===== config.mk =====
export PLATFORM = sky130hd
export DESIGN_NAME = tsd_top
export DESIGN_NICKNAME = d
export VERILOG_FILES = /design/src/rtl/tsd_pkg.sv /design/src/rtl/tsd_decr.sv /design/src/rtl/tsd_status.sv /design/src/rtl/tsd_irq.sv /design/src/rtl/tsd_top.sv
export SDC_FILE = /design/constraint.sdc
export NUM_CORES = 1
export LEC_CHECK = 0
export ABC_AREA = 1
export BUFFER_PORTS_ARGS = -buffer_cell sky130_fd_sc_hd__buf_2
export CORE_ASPECT_RATIO = 1.4
export CORE_MARGIN = 1
export CORE_UTILIZATION = 49
export DETAILED_ROUTE_END_ITERATION = 6
export MAX_ROUTING_LAYER = met4
export PLACE_DENSITY = 0.73
export SETUP_SLACK_MARGIN = 0.05
export SYNTH_ARGS = -nofsm -noshare
export SYNTH_HDL_FRONTEND = slang
export SYNTH_SLANG_ARGS = --single-unit
export TNS_END_PERCENT = 10

===== constraint.sdc =====
create_clock -name clk -period 1.8 [get_ports clk]
set_input_delay 0.18 -clock clk [delete_from_list [all_inputs] [get_ports clk]]
set_output_delay 0.18 -clock clk [all_outputs]
set_load 0.1 [all_outputs]

===== src/rtl/tsd_pkg.sv =====
package tsd_pkg;
    localparam int REG_W = 32;

    // control word bit positions
    localparam int C_WDT_IE = 27;
    localparam int C_DEC_IE = 26;
    localparam int C_FIT_IE = 23;
    localparam int C_AUTO   = 22;

    // status word bit positions
    localparam int S_WDT = 30;
    localparam int S_DEC = 27;
    localparam int S_FIT = 26;

    localparam logic [REG_W-1:0] STAT_IMPL =
        (REG_W'(1) << S_WDT) | (REG_W'(1) << S_DEC) | (REG_W'(1) << S_FIT);

    typedef enum logic [1:0] {
        SEL_CTRL = 2'd0,
        SEL_STAT = 2'd1,
        SEL_DEC  = 2'd2,
        SEL_RLD  = 2'd3
    } reg_sel_e;

    typedef enum logic {
        DEC_HALT = 1'b0,
        DEC_RUN  = 1'b1
    } dec_state_e;
endpackage


===== src/rtl/tsd_decr.sv =====
module tsd_decr
    import tsd_pkg::*;
#(
    parameter int CNT_W = 32
) (
    input  logic             clk,
    input  logic             rst_n,
    input  logic             load_en,
    input  logic [CNT_W-1:0] load_val,
    input  logic             tick,
    input  logic             auto_rld,
    input  logic [CNT_W-1:0] rld_val,
    output logic [CNT_W-1:0] cnt,
    output logic             expire
);
    localparam logic [CNT_W-1:0] ONE = CNT_W'(1);

    dec_state_e       state_q, state_d;
    logic [CNT_W-1:0] cnt_q, cnt_d;

    // state and count register
    always_ff @(posedge clk) begin
        if (!rst_n) begin
            state_q <= DEC_HALT;
            cnt_q   <= '0;
        end else begin
            state_q <= state_d;
            cnt_q   <= cnt_d;
        end
    end

    // next state, next count and expiry strobe
    always_comb begin
        state_d = state_q;
        cnt_d   = cnt_q;
        expire  = 1'b0;
        if (load_en) begin
            cnt_d   = load_val;
            state_d = (load_val != '0) ? DEC_RUN : DEC_HALT;
        end else begin
            unique case (state_q)
                DEC_HALT: begin
                    state_d = DEC_HALT;
                end
                DEC_RUN: begin
                    if (tick) begin
                        if (cnt_q == ONE) begin
                            expire  = 1'b1;
                            cnt_d   = auto_rld ? rld_val : '0;
                            state_d = (auto_rld && rld_val != '0) ? DEC_RUN : DEC_HALT;
                        end else begin
                            cnt_d = cnt_q - ONE;
                        end
                    end
                end
                default: state_d = DEC_HALT;
            endcase
        end
    end

    assign cnt = cnt_q;
endmodule


===== src/rtl/tsd_status.sv =====
module tsd_status
    import tsd_pkg::*;
(
    input  logic             clk,
    input  logic             rst_n,
    input  logic             clr_en,
    input  logic [REG_W-1:0] clr_mask,
    input  logic [REG_W-1:0] set_mask,
    output logic [REG_W-1:0] stat
);
    logic [REG_W-1:0] stat_q, keep;

    always_comb begin
        keep = clr_en ? (stat_q & ~clr_mask) : stat_q;
    end

    // set wins over a same-cycle clear
    always_ff @(posedge clk) begin
        if (!rst_n) stat_q <= '0;
        else        stat_q <= (keep | set_mask) & STAT_IMPL;
    end

    assign stat = stat_q;
endmodule


===== src/rtl/tsd_irq.sv =====
module tsd_irq #(
    parameter int N = 3
) (
    input  logic [N-1:0] st_bits,
    input  logic [N-1:0] en_bits,
    output logic [N-1:0] irq
);
    for (genvar i = 0; i < N; i++) begin : g_gate
        assign irq[i] = st_bits[i] & en_bits[i];
    end
endmodule


===== src/rtl/tsd_top.sv =====
module tsd_top
    import tsd_pkg::*;
#(
    parameter int CNT_W = 32
) (
    input  logic        clk,
    input  logic        rst_n,
    input  logic        wr_en,
    input  logic [1:0]  addr,
    input  logic [31:0] wdata,
    output logic [31:0] rdata,
    input  logic        tick,
    input  logic        fit_evt,
    input  logic        wdt_evt,
    output logic        irq_dec,
    output logic        irq_fit,
    output logic        irq_wdt
);
    logic [REG_W-1:0] ctrl_q, stat_q, set_mask;
    logic [CNT_W-1:0] dec_q, rld_q;
    logic             dec_expire;
    logic [2:0]       irq_v;
    reg_sel_e         sel;

    assign sel = reg_sel_e'(addr);

    always_ff @(posedge clk) begin
        if (!rst_n) begin
            ctrl_q <= '0;
            rld_q  <= '0;
        end else if (wr_en) begin
            if (sel == SEL_CTRL) ctrl_q <= wdata;
            if (sel == SEL_RLD)  rld_q  <= wdata[CNT_W-1:0];
        end
    end

    tsd_decr #(.CNT_W(CNT_W)) u_decr (
        .clk      (clk),
        .rst_n    (rst_n),
        .load_en  (wr_en && sel == SEL_DEC),
        .load_val (wdata[CNT_W-1:0]),
        .tick     (tick),
        .auto_rld (ctrl_q[C_AUTO]),
        .rld_val  (rld_q),
        .cnt      (dec_q),
        .expire   (dec_expire)
    );

    always_comb begin
        set_mask = '0;
        set_mask[S_FIT] = fit_evt;
        set_mask[S_WDT] = wdt_evt;
        set_mask[S_DEC] = dec_expire;
    end

    tsd_status u_stat (
        .clk      (clk),
        .rst_n    (rst_n),
        .clr_en   (wr_en && sel == SEL_STAT),
        .clr_mask (wdata),
        .set_mask (set_mask),
        .stat     (stat_q)
    );

    tsd_irq #(.N(3)) u_irq (
        .st_bits ({stat_q[S_WDT], stat_q[S_FIT], stat_q[S_DEC]}),
        .en_bits ({ctrl_q[C_WDT_IE], ctrl_q[C_FIT_IE], ctrl_q[C_DEC_IE]}),
        .irq     (irq_v)
    );

    assign irq_dec = irq_v[0];
    assign irq_fit = irq_v[1];
    assign irq_wdt = irq_v[2];

    always_comb begin
        unique case (sel)
            SEL_CTRL: rdata = ctrl_q;
            SEL_STAT: rdata = stat_q;
            SEL_DEC:  rdata = 32'(dec_q);
            SEL_RLD:  rdata = 32'(rld_q);
            default:  rdata = '0;
        endcase
    end
endmodule


==> metrics.txt <==
R2R setup slack around 0.095 ns; register area share after synthesis between 30% and 40%; TritonCTS clock tree yes; Worst path most repeated cell nand2_1; Avg WL per Cell 17.6 um; hold_sp wdt_evt; area of the core roughly 11,000 um2; Worst Path Arrival 1.92 ns; Final Hold Vio Count 0; leading post-synthesis cells by cell area dfxtp_1 (35%), nand2_1 (9.6%), inv_1 (7.7%); Yosys warning total 0; Synth Register Bits 100; H-tree Lvls 3; Synth Net Count about 900; final WL ~19 mm; Buf+Inv Stages, Crit Path 2; final number of setup-violating endpoints 0; Worst Max-Slew Pin Slew between 0.8 and 0.9 ns; leakage power 3.17 nW; Yosys top cell area share about a third; initial core utilization 50.9%; placed instance count approximately 1.1k; Sequential Power Share 38.9%; Gate power share slightly above 30%; slowest library cell on the worst path dfxtp_1; Die W 93.9 um; status finished, final reports clean; critical path cell sequence inv_2 -> ha_4 -> nand2_2 -> nor2_4 -> buf_4 -> nand2_1 -> xor2_1 -> nand2_1 -> nand2_1 -> a21oi_1 -> nor2_1; detailed placer's ending HPWL 13.9 mm; root buffer cell clkbuf_16; clk_skew 0.00694 ns; Max Cap Viol 0; Layout Cells excl Fill 1,087; largest net degree at the start of global routing between 60 and 70; internal power about 4 mW; Tcrit/Tclk final 94.7%; crit-path max cell delay about 0.34 ns; Unique masters post-synth 35; Mapped Cells between 800 and 900; hold path depth 3; row count 46; worst-skew pair later-pin latency ~0.36 ns; first-pass GRT wire length 30.1 mm; switch share between 30% and 40%; initial antenna violation count 0; Final Net Count 980; Max Freq slightly below 600 MHz; FILL cells about 1.0k; Psw approximately 2.4 mW; pwr dens around 840 nW/um2; Max Buffers Root-to-Sink 2; most frequent cells in the layout nand2_1 (145), inv_1 (117), dfxtp_1 (100); DRT Pass-1 Iters 5; vias in the first global route between 5k and 6k; Routed Antenna Nets 0; Worst setup EP type flop; via count 6,341; layout cell share with drive strength beyond 1 between 20% and 30%; Total GRT Usage about a third; n_diodes 0; gpl congestion approximately 0.97; most common cell after layout, fill and taps aside nand2_1; Mapped Avg Cell Area approximately 6.7 um2; drt via density ~6; die area between 10,000 and 15,000 um2; RSZ-0062 raised after global routing true; CTS Sinks 100; max-slew violation count 0; CP max FO 5; critical path type reg -> reg; Mapped Area 5800 um2; reg2reg end u_decr.cnt[16]$_SDFFE_PN0P_; R2R cell count 11; initial DRC count 417; slew margin rel. 43.1%; clock share of power between 30% and 40%; required time worst endpoint 2.01 ns; DRC Markers 0; Crit path max-delay family simple AND/OR/NAND/NOR gates; GRT Residual Overflow 0; I/O Buffers 74; CTS clk-pin slew, worst paths ~0.08 ns; dominant cell type by area after synthesis dfxtp_1; reg2reg start u_decr.cnt[0]$_SDFFE_PN0P_; worst min path class in -> reg; peak supply drop around 420 uV; Die H between 100 and 150 um; hold path endpoint u_stat.stat[30]$_SDFF_PN0_; I/O Pins 75; hold slack 0.0561 ns; CP startpoint kind flop; Tmin final around 1.7 ns; Area growth, synth to finish 29.8%; number of CTS-inserted buffers 9
==> worst min-delay path, cell delays in order <==
cell	delay, ns
buf_2	0.09
inv_1	0.04
a21oi_1	0.05
==> cell usage after synthesis <==
master	instances
dfxtp_1	100
nand2_2	10
inv_2	3
nor2_4	11
buf_4	1
ha_1	2
o221ai_1	44
nand3_2	3
nor3_1	1
o2111ai_1	2
nand4_4	1
a21oi_2	3
xor2_1	13
nor4_1	4
clkinv_1	1
buf_6	3
nand3_1	46
inv_1	119
nor2_1	94
or2_2	1
o22ai_1	9
nand2_4	1
nor2_2	9
buf_1	3
clkbuf_2	1
o21ai_0	80
a221oi_1	7
clkbuf_1	27
nand4_1	18
nand2_1	148
o211ai_1	2
a21oi_1	79
a31oi_1	5
buf_2	9
nand3b_1	1
==> routing by layer <==
metal  track usage (%)  part of all wire, %  up-vias
li1                  -                    -     3045
met4              15.7                  3.6        0
met2              54.1                   50      264
met1              39.0                   41     2971
met3              4.92                  5.9       61
met5                 -                    0        -
==> sequential cells by signal, summed over array words and instances, names as in the netlist <==
name and flops:
u_decr.state_q 1, u_stat.stat 3, ctrl_q 32, u_decr.cnt 32, rld_q 32
==> stage by stage <==
step                      utilization (%)  setup TNS (ns)  area, um2  total power, mW  setup WS, ns
after CTS                            65.2               0       7420             6.21        0.0554
final                                66.0               0       7520             6.29        0.0949
after detailed placement             62.6               0       7140             4.32        0.0581
after global routing                 66.0         -0.0147       7520             6.54       -0.0147
after floorplan                         -           -3.40       5990             3.72        -0.117
after global placement               62.6               0       7140             4.31         0.113
==> power by group through the flow <==
stage	clock network, mW	logic (mW)	registers [mW]
5_1_grt	2.02	2.05	2.46
3_5_place_dp	0	1.84	2.48
4_1_cts	1.92	1.85	2.44
6_report	1.93	1.92	2.44
3_3_place_gp	0	1.83	2.48
2_1_floorplan	0	1.26	2.46
==> worst max-delay path by stage <==
| stage | start | end | depth (start not counted) |
|---|---|---|---|
| 2_1_floorplan | addr[0] | rdata[0] | 5 |
| 3_3_place_gp | u_decr.cnt[1]$_SDFFE_PN0P_ | u_decr.cnt[30]$_SDFFE_PN0P_ | 10 |
| 3_5_place_dp | u_decr.cnt[1]$_SDFFE_PN0P_ | u_decr.cnt[30]$_SDFFE_PN0P_ | 10 |
| 4_1_cts | u_decr.cnt[1]$_SDFFE_PN0P_ | u_decr.cnt[30]$_SDFFE_PN0P_ | 10 |
| 5_1_grt | u_decr.cnt[25]$_SDFFE_PN0P_ | u_decr.cnt[6]$_SDFFE_PN0P_ | 9 |
| 6_report | u_decr.cnt[0]$_SDFFE_PN0P_ | u_decr.cnt[16]$_SDFFE_PN0P_ | 11 |
==> cell families (layout without fill, tap and decap cells) <==
| logic type | after synthesis | in the layout | share of synthesized area, % |
|---|---|---|---|
| flops | 100 | 100 | 34.5 |
| fa+ha+maj | 2 | 2 | 0.432 |
| simple gates | 348 | 348 | 27.6 |
| compound gates | 231 | 231 | 24.0 |
| buf+inv | 167 | 249 | 11.5 |
| xor+xnor | 13 | 13 | 1.96 |
==> repair_timing <==
item                       in CTS  in global routing
hold buffers                    0                  0
setup buffers                   0                  1
setup endpoints to repair       1                 22
resized for setup               1                 27
pin swaps                       0                  3
cloned                          0                  0
==> cell type report <==
| class | count | area (um2) | share of cell area, % |
|---|---|---|---|
| Multi-Input combinational cell | 594 | 3410 | 45.3 |
| Sequential cell | 100 | 2000 | 26.6 |
| Timing Repair Buffer | 110 | 1180 | 15.7 |
| Inverter | 123 | 464 | 6.17 |
| Clock buffer | 9 | 225 | 2.99 |
| Tap cell | 144 | 180 | 2.40 |
| Clock inverter | 7 | 60.1 | 0.798 |
Power figures use the tool's default switching activity.
